==> src/rtl/vstate_pkg.sv <==
package vstate_pkg;
  localparam int XLEN = 64;
  localparam int FW   = $clog2(XLEN + 1);
  localparam int DW   = 32;

  typedef struct packed {
    logic [FW-1:0] dst;
    logic [FW-1:0] src;
    logic [1:0]    sub;
    logic [FW-1:0] vl;
    logic [FW-1:0] mvl;
  } vstate_t;

  localparam int SW = $bits(vstate_t);

  typedef enum logic [2:0] {
    SEL_MVL = 3'd0,
    SEL_VL  = 3'd1,
    SEL_SUB = 3'd2,
    SEL_SRC = 3'd3,
    SEL_DST = 3'd4,
    SEL_ALL = 3'd5
  } wsel_e;

  typedef enum logic [2:0] {
    CAUSE_NONE = 3'd0,
    CAUSE_MVL  = 3'd1,
    CAUSE_VL   = 3'd2,
    CAUSE_SUB  = 3'd3,
    CAUSE_STEP = 3'd4
  } cause_e;

  function automatic vstate_t vstate_rst();
    vstate_t s;
    s     = '0;
    s.mvl = FW'(1);
    return s;
  endfunction
endpackage

==> src/rtl/vstate_check.sv <==
module vstate_check
  import vstate_pkg::*;
(
  input  vstate_t         cur_i,
  input  logic [2:0]      sel_i,
  input  logic [DW-1:0]   data_i,
  output vstate_t         nxt_o,
  output cause_e          cause_o
);
  localparam logic [DW-1:0] LIM_D  = DW'(XLEN);
  localparam logic [FW-1:0] LIM_F  = FW'(XLEN);
  localparam logic [DW-1:0] SUB_MX = DW'(4);

  logic [FW-1:0] a_mvl, a_vl, a_src, a_dst;
  logic [DW-1:0] d_m1;

  assign a_mvl = data_i[FW-1:0];
  assign a_vl  = data_i[2*FW-1:FW];
  assign a_src = data_i[3*FW+1:2*FW+2];
  assign a_dst = data_i[4*FW+1:3*FW+2];
  assign d_m1  = data_i - DW'(1);

  always_comb begin
    nxt_o   = cur_i;
    cause_o = CAUSE_NONE;
    case (sel_i)
      SEL_MVL: begin
        if (data_i == '0 || data_i > LIM_D) cause_o = CAUSE_MVL;
        else begin
          nxt_o.mvl = data_i[FW-1:0];
          if (cur_i.vl > data_i[FW-1:0]) nxt_o.vl = data_i[FW-1:0];
        end
      end
      SEL_VL: begin
        if (data_i > LIM_D) cause_o = CAUSE_VL;
        else nxt_o.vl = (data_i[FW-1:0] > cur_i.mvl) ? cur_i.mvl : data_i[FW-1:0];
      end
      SEL_SUB: begin
        if (data_i == '0 || data_i > SUB_MX) cause_o = CAUSE_SUB;
        else nxt_o.sub = d_m1[1:0];
      end
      SEL_SRC: begin
        if (data_i >= LIM_D) cause_o = CAUSE_STEP;
        else nxt_o.src = data_i[FW-1:0];
      end
      SEL_DST: begin
        if (data_i >= LIM_D) cause_o = CAUSE_STEP;
        else nxt_o.dst = data_i[FW-1:0];
      end
      SEL_ALL: begin
        // ordered checks: max, length, steps
        if (a_mvl == '0 || a_mvl > LIM_F) cause_o = CAUSE_MVL;
        else if (a_vl > LIM_F)            cause_o = CAUSE_VL;
        else if (a_src >= LIM_F || a_dst >= LIM_F) cause_o = CAUSE_STEP;
        else begin
          nxt_o.mvl = a_mvl;
          nxt_o.vl  = (a_vl > a_mvl) ? a_mvl : a_vl;
          nxt_o.sub = data_i[2*FW+1:2*FW];
          nxt_o.src = a_src;
          nxt_o.dst = a_dst;
        end
      end
      default: ;
    endcase
  end
endmodule

==> src/rtl/vstate_shadow.sv <==
module vstate_shadow
  import vstate_pkg::*;
#(
  parameter int NUM_LVL = 3,
  parameter int LW      = 2
) (
  input  logic          clk_i,
  input  logic          rst_ni,
  input  logic          swap_en_i,
  input  logic [LW-1:0] lvl_i,
  input  vstate_t       live_i,
  output vstate_t       shadow_o,
  output logic          lvl_ok_o
);
  vstate_t bank [NUM_LVL];

  assign lvl_ok_o = int'(lvl_i) < NUM_LVL;

  for (genvar g = 0; g < NUM_LVL; g++) begin : g_lvl
    always_ff @(posedge clk_i or negedge rst_ni) begin
      if (!rst_ni) bank[g] <= vstate_rst();
      else if (swap_en_i && int'(lvl_i) == g) bank[g] <= live_i;
    end
  end

  always_comb begin
    shadow_o = vstate_rst();
    for (int i = 0; i < NUM_LVL; i++)
      if (int'(lvl_i) == i) shadow_o = bank[i];
  end
endmodule

==> src/rtl/vstate_unit.sv <==
module vstate_unit
  import vstate_pkg::*;
#(
  parameter  int NUM_LVL = 3,
  localparam int LW      = $clog2(NUM_LVL + 1)
) (
  input  logic          clk_i,
  input  logic          rst_ni,
  input  logic          wr_en_i,
  input  logic [2:0]    wr_sel_i,
  input  logic [DW-1:0] wr_data_i,
  input  logic          trap_save_i,
  input  logic          trap_rest_i,
  input  logic          priv_swap_i,
  input  logic [LW-1:0] priv_lvl_i,
  output logic [DW-1:0] state_o,
  output logic [DW-1:0] save_o,
  output logic          ill_o,
  output logic [2:0]    ill_cause_o
);
  localparam logic [FW-1:0] LIM_F = FW'(XLEN);

  vstate_t live_q, save_q, nxt, shadow;
  cause_e  cause, cause_q;
  logic    lvl_ok, swap_go, wr_go, ill_q;

  assign wr_go   = wr_en_i && !trap_rest_i && !priv_swap_i;
  assign swap_go = priv_swap_i && lvl_ok && !trap_rest_i;

  vstate_check i_check (
    .cur_i   (live_q),
    .sel_i   (wr_sel_i),
    .data_i  (wr_data_i),
    .nxt_o   (nxt),
    .cause_o (cause)
  );

  vstate_shadow #(.NUM_LVL(NUM_LVL), .LW(LW)) i_shadow (
    .clk_i     (clk_i),
    .rst_ni    (rst_ni),
    .swap_en_i (swap_go),
    .lvl_i     (priv_lvl_i),
    .live_i    (live_q),
    .shadow_o  (shadow),
    .lvl_ok_o  (lvl_ok)
  );

  always_ff @(posedge clk_i or negedge rst_ni) begin
    if (!rst_ni) begin
      live_q  <= vstate_rst();
      save_q  <= vstate_rst();
      ill_q   <= 1'b0;
      cause_q <= CAUSE_NONE;
    end else begin
      if (trap_save_i) save_q <= live_q;
      if (trap_rest_i)                        live_q <= save_q;
      else if (swap_go)                       live_q <= shadow;
      else if (wr_go && cause == CAUSE_NONE)  live_q <= nxt;
      ill_q   <= wr_go && cause != CAUSE_NONE;
      cause_q <= wr_go ? cause : CAUSE_NONE;
    end
  end

  assign state_o     = {{(DW-SW){1'b0}}, live_q};
  assign save_o      = {{(DW-SW){1'b0}}, save_q};
  assign ill_o       = ill_q;
  assign ill_cause_o = cause_q;


  mvl_range_chk: assert property (@(posedge clk_i) disable iff (!rst_ni)
    live_q.mvl != '0 && live_q.mvl <= LIM_F);

  vl_bound_chk: assert property (@(posedge clk_i) disable iff (!rst_ni)
    live_q.vl <= live_q.mvl);

  step_range_chk: assert property (@(posedge clk_i) disable iff (!rst_ni)
    live_q.src < LIM_F && live_q.dst < LIM_F);

  pad_zero_chk: assert property (@(posedge clk_i) disable iff (!rst_ni)
    state_o[DW-1:SW] == '0);

  trap_hold_chk: assert property (@(posedge clk_i) disable iff (!rst_ni)
    ill_o |-> $stable(state_o));

  cause_pair_chk: assert property (@(posedge clk_i) disable iff (!rst_ni)
    ill_o == (ill_cause_o != 3'd0));

  save_copy_chk: assert property (@(posedge clk_i) disable iff (!rst_ni)
    trap_save_i |=> save_o == $past(state_o));

  rest_copy_chk: assert property (@(posedge clk_i) disable iff (!rst_ni)
    trap_rest_i |=> state_o == $past(save_o));

  blocked_wr_chk: assert property (@(posedge clk_i) disable iff (!rst_ni)
    (wr_en_i && (trap_rest_i || priv_swap_i)) |=> !ill_o);
endmodule

==> config.mk <==
export PLATFORM = sky130hd
export DESIGN_NAME = vstate_unit
export DESIGN_NICKNAME = d
export VERILOG_FILES = /design/src/rtl/vstate_pkg.sv /design/src/rtl/vstate_check.sv /design/src/rtl/vstate_shadow.sv /design/src/rtl/vstate_unit.sv
export SDC_FILE = /design/constraint.sdc
export NUM_CORES = 1
export LEC_CHECK = 0
export CORE_ASPECT_RATIO = 1.2
export CORE_MARGIN = 4
export CORE_UTILIZATION = 51
export CTS_BUF_LIST = sky130_fd_sc_hd__clkbuf_4 sky130_fd_sc_hd__clkbuf_8
export CTS_CLUSTER_DIAMETER = 40
export DETAILED_ROUTE_END_ITERATION = 8
export PLACE_DENSITY_LB_ADDON = 0.25
export SETUP_SLACK_MARGIN = 0.4
export SLEW_MARGIN = 30
export SYNTH_ARGS = -nofsm -noshare
export SYNTH_HDL_FRONTEND = slang
export SYNTH_SLANG_ARGS = --single-unit
==> constraint.sdc <==
create_clock -name clk_i -period 2.71 [get_ports clk_i]
set_input_delay 0.542 -clock clk_i [delete_from_list [all_inputs] [get_ports clk_i]]
set_output_delay 0.542 -clock clk_i [all_outputs]
set_load 0.01 [all_outputs]
== Word level (Yosys, flattened, before mapping) ==
Cells that the tools add are included.

* Register bits after elaboration: 154
* Bits in latches: 0
* RAM bits: 0
* ROM bits: 0
* Input bits: 43
* Memories kept: 0

* Add/sub/neg operators: 1
* $mul: 0
* Divide/modulo/power cells: 0
* Order comparisons: 11
* Equal/unequal tests: 16
* Shifts and indexed selects: 0
* Mux-type cells: 30
* Bitwise gates (word level): 0
* Reductions and logical operators: 33

{| class="wikitable"
|+ Operators by type and width
! cell !! number
|-
| $mux W30 || 9
|-
| $pmux W7 S2 || 3
|-
| $mux W7 || 5
|-
| $ge A32 B7 Y1 const B || 1
|-
| $gt A32 B3 Y1 const B || 1
|-
| $gt A32 B7 Y1 const B || 1
|-
| $logic_not A32 Y1 || 1
|-
| $ne A4 B3 Y1 const B || 8
|-
| $reduce_and A6 Y1 || 4
|-
| $gt A7 B7 Y1 || 3
|-
| $pmux W7 S3 || 1
|-
| $reduce_bool A4 Y1 || 4
|-
| $mux W3 || 5
|-
| $pmux W3 S5 || 1
|-
| $ge A7 B7 Y1 const B || 2
|-
| $gt A7 B7 Y1 const B || 2
|-
| $mux W14 || 1
|-
| $logic_and A1 B1 Y1 || 9
|-
| $reduce_and A8 Y1 || 1
|-
| $logic_not A7 Y1 || 1
|-
| $eq A3 B2 Y1 const B || 2
|-
| $eq A3 B3 Y1 const B || 2
|-
| $logic_not A3 Y1 || 2
|-
| $mux W2 || 3
|-
| 13 further kinds || 19
|}

== Longest topological paths before layout ==
* Word-level depth: 11
* Gate-level depth with buffers: 11
* Gate-level depth less buffers: 9

== By module ==
From an unflattened synthesis, not the netlist that was laid out.

* Cell total of the unflattened synthesis: 802
* Area total of the unflattened synthesis: 9,123.8 um^2

{| class="wikitable"
|+ Modules (own cells, without submodules)
! module !! times used !! cells each !! area each (um^2) !! seq. area each (um^2)
|-
| vstate_shadow || 1 || 266 || 4,051.4 || 2,255.9
|-
| vstate_unit || 1 || 293 || 3,460.8 || 1,604.0
|-
| vstate_check || 1 || 243 || 1,611.5 || 0.0
|}

== Worst setup path after synthesis ==
No wires, ideal clock.

* Path kind: in2reg
* Start point: input port wr_data_i[0]
* End point: register live_q (netlist bit state_o[10])
* Data arrival time: 2.897 ns
* Required time: 2.585 ns
* Slack: -0.311 ns
* Stages on the path: 10
* Buffers on the path: 1
* Path through: inv_1 ha_1 nor3b_2 nand2_1 and2_2 buf_2 a311o_2 or4b_4 o21ai_4 mux2_2

* Cells in the longest elaborated chain, start to end: 9
* Elaborated cells between the ends (all ways): 36
* Those cells by class: 7 x order compare; 4 x eq/ne; 16 x mux; 9 x reduce/logical

{| class="wikitable"
|+ Ends and longest elaborated chain
! element !! line !! text
|-
| start, declared || vstate_unit.sv:11 || <nowiki>input logic [DW-1:0] wr_data_i,</nowiki>
|-
| branches (longest 9 deep; another with $gt A32 B3 Y1) || n/a ||
|-
| end signal, assigned || vstate_unit.sv:56 || <nowiki>if (trap_rest_i) live_q <= save_q;</nowiki>
|-
| end signal, assigned || vstate_unit.sv:57 || <nowiki>else if (swap_go) live_q <= shadow;</nowiki>
|-
| end signal, assigned || vstate_unit.sv:58 || <nowiki>else if (wr_go && cause == CAUSE_NONE) live_q <= nxt;</nowiki>
|-
| end, declared || vstate_unit.sv:23 || <nowiki>vstate_t live_q, save_q, nxt, shadow;</nowiki>
|}

Several ways; the timed one is not identified. The select of a mux whose other input is x is not followed.
A chain may end at the register's enable or synchronous reset.

== Final worst setup path ==
* Start point: input port wr_data_i[4]
* End point: register live_q (netlist bit state_o[9])

Same word-level chain as after synthesis.

==> results by group <==
Worst setup path
  • Worst EP required: 3.05 ns
  • Crit path max fanout: 7
  • Crit path capture type: flip-flop
  • Max stage delay on crit path: roughly 0.52 ns
  • FF-to-FF Start: state_o[4]
  • CP max-delay cell: or4b_4
  • CP Class: in -> reg
  • Reg2Reg Depth: 9
  • Cell breakdown of the critical path: clkdlybuf4s15_2 > or3_4 > o211ai_1 > nand4_1 > a311o_2 > or4b_4 > o21ai_4 > buf_12 > mux2_4
  • Crit path DAT: 3.03 ns
  • Worst R2R End: state_o[9]
  • Setup crit start kind: input port
  • Worst R2R Setup Slack: ~0.20 ns

Synthesis
  • Cell Area, Synth: 7960 um2
  • Number of synthesized flops with an enable pin: 0
  • Post-synthesis compound-gate area fraction: 0.134
  • Yosys warnings: 0
  • Synthesized flop and latch total: 154
  • Cell accounting for the most synthesized area: dfrtp_1
  • Register area share after synthesis: 0.485
  • Synthesized instance count: 716
  • Mean Syn Cell Area: 11.1 um2
  • Post-Synth Adder-Cell Area: 0.0346
  • Count of cell types in the netlist: between 60 and 70
  • Mux cell area share after synthesis: 0.214
  • Post-synthesis xor/xnor area fraction: 0.00110
  • Top-area cell type share of the netlist area: 0.468
  • Async S/R FF share, synth: 1.00
  • Simple-Gate Fraction of Synth Area: 0.0937
  • Area contributors post-synth: dfrtp_1 47%, mux2_2 18%, ha_1 3.5%
  • Largest family of logic cells by synthesized area: multiplexers
  • Top FF cell, synth: dfrtp_1

Job
  • Max Cap Violations: 0

Timing
  • RSZ-0062 raised after global routing: true
  • Setup TNS: 0 ns
  • Final Hold Fails: 0
  • F_max: 372 MHz
  • Tightest Pin Transition: roughly 0.6 ns
  • Slew Viols, Final: 0
  • Tcrit/Tclk final: 0.993
  • Slew HR: 0.602
  • Finish-stage setup viols: 0
  • Period minus WS final: 2.69 ns
  • Worst Skew: 0.0135 ns

Route
  • Drt total wl: 25200 um
  • Vias: 6858
  • First DRT Iteration DRCs: ~510
  • Via density: 5.96
  • Routed WL per cell: 21.9 um
  • Post-route DRC violation count: 0
  • Post-DRT Antenna Nets: 0
  • DR pass1 iterations: 5

Pwr
  • Pleak: between 4 and 5 nW
  • Worst vdd ir: approximately 500 uV
  • PwrDens: just under 700 nW/um2

Placed design
  • Inst Count DP: 1111
  • DP HPWL: 18300 um
  • GPL Wtd Cong: 0.983
  • PortBufs: about 110

Clock tree
  • CTS Root Cell: clkbuf_8
  • Clk sink count: 154
  • Clk pin slew, worst setup/hold paths: 0.08 ns
  • CTS tree: built
  • CTS buffer count: 17
  • Htree depth: 4
  • CTS Buffer Depth: 2
  • Clock Latency Late Sink: roughly 0.46 ns

Finish
  • N_diodes: 0
  • Post-route non-filler standard cell count: 1151
  • Share of post-route cells with drive strength above 1: 0.384
  • Final net count: 999
  • P&R area growth vs syn: 34.9%

Floorplanning
  • Die X: 122 um
  • Core Footprint: 15100 um2
  • Full die area: 17700 um2
  • Initial Utilization: 0.526
  • Num rows: just under 50
  • IO Count: 111
  • Die H: 145 um

GRT
  • Gr usage total: 0.290
  • Total gr overflow: 0
  • First-pass GRT wire length: ~39000 um
  • Vias in the first global route: 7115
  • Pin count of the biggest net entering global routing: 59
  • Initial antenna violation count: 0

Status
  • Status: completed

Worst hold path
  • Hold Crit Class: in -> async
## state kept, by name, indices dropped and copies added (netlist names)
| name | count |
|---|---|
| save_o | 30 |
| state_o | 30 |
| ill_cause_o | 3 |
| i_shadow.bank | 90 |
| ill_o | 1 |
## worst max-delay path by stage
stage                       start           to  depth (start not counted)  slack [ns]
floorplan            wr_data_i[1]  state_o[10]                          9       -0.11
global placement    wr_data_i[18]   state_o[7]                         10       -0.86
detailed placement   wr_data_i[1]   state_o[9]                         12       -0.85
CTS                 wr_data_i[14]   state_o[9]                         10      -0.009
global route        wr_data_i[19]   state_o[9]                         10       -0.04
finish               wr_data_i[4]   state_o[9]                          9        0.02
## area by class of cell
cell class,instances,area [um2]
fill,1168,4400
multi-input combinational,492,4000
sequential,154,3860
timing repair buffer,245,2130
clock buffer,22,297
tap,204,255
inverter,24,115
clock inverter,10,82.6
## critical path: cells and delay by family
family                 cells  cell delay (ns)
AOI/OAI and AO/OA          3             0.74
buffers and inverters      2             0.35
muxes                      1             0.30
and+or+nand+nor            3             1.08
## layer usage
| metal | GRT usage | share of wire | up-vias |
|---|---|---|---|
| met5 | 0 | 0 | - |
| met4 | 0.135 | 0.040 | 0 |
| met3 | 0.0533 | 0.053 | 78 |
| met2 | 0.483 | 0.49 | 279 |
| met1 | 0.370 | 0.41 | 3444 |
| li1 | - | - | 3057 |
## where the power goes
| part | switching, mW | internal (mW) | leakage [nW] | total [mW] |
|---|---|---|---|---|
| registers | 0.503 | 2.99 | 1.90 | 3.49 |
| logic | 0.954 | 1.31 | 2.76 | 2.26 |
| clock network | 0.902 | 0.758 | 0.188 | 1.66 |
| total | 2.36 | 5.05 | 4.84 | 7.41 |
## through the flow
| step | utilization | total power, mW | cell area (um2) | hold slack, ns | setup slack (ns) |
|---|---|---|---|---|---|
| after floorplan | - | 4.59 | 8080 | 0.246 | -0.106 |
| after global placement | 0.675 | 5.61 | 10200 | 0.486 | -0.857 |
| after detailed placement | 0.675 | 5.76 | 10200 | 0.495 | -0.846 |
| after CTS | 0.706 | 7.43 | 10700 | 0.0651 | -0.00926 |
| after global routing | 0.709 | 7.80 | 10700 | 0.0576 | -0.0408 |
| final | 0.709 | 7.41 | 10700 | 0.0323 | 0.0203 |
## Yosys cell counts, drive strengths merged (2+ instances only)
cell type / n
dfrtp: 149
mux2: 130
nand2: 60
o21ai: 53
a21oi: 32
clkbuf: 30
inv: 24
mux2i: 24
nor2: 23
ha: 22
buf: 19
nor3: 15
a22oi: 12
nand3: 9
a221o: 7
a222oi: 7
a31oi: 7
nor2b: 7
nor4: 7
nand2b: 6
nand4: 6
o211ai: 6
a221oi: 5
a22o: 5
dfstp: 5
a21o: 3
and2: 3
and3: 3
nor3b: 3
o31a: 3
a211o: 2
a211oi: 2
a31o: 2
o21a: 2
o41ai: 2
or2: 2
or3: 2
## kinds of logic (layout without fill, tap and decap cells)
group           after synthesis  after routing
flops                       154            154
simple gates                151            151
buf+inv                      73            301
compound gates              160            160
other cells                   1              4
mux                         154            154
xor+xnor                      1              1
fa+ha+maj                    22             22
## repair_timing
item,CTS,global route
pin swaps,18,10
setup buffers,8,0
setup endpoints to repair,44,68
resized for setup,103,16
hold buffers,0,0
## cell usage in the layout, fill, tap and decap left out, drive strengths merged, types with 5 or more instances in the layout
cell	synthesis	layout
nand2b	6	6
nor3	15	15
o211ai	6	6
nand4	6	6
inv	24	28
a22o	5	5
dfrtp	149	149
dfstp	5	5
mux2	130	130
clkbuf	30	23
a222oi	7	7
a21oi	32	32
nor2	23	23
a221o	7	7
nor4	7	7
clkdlybuf4s15	0	7
a31oi	7	7
mux2i	24	24
a22oi	12	12
a221oi	5	5
nand3	9	9
nor2b	7	7
dlygate4sd2	0	11
nand2	60	60
o21ai	53	53
buf	19	153
ha	22	22
clkdlybuf4s50	0	70
No activity file was read; power rests on OpenSTA's default activity.
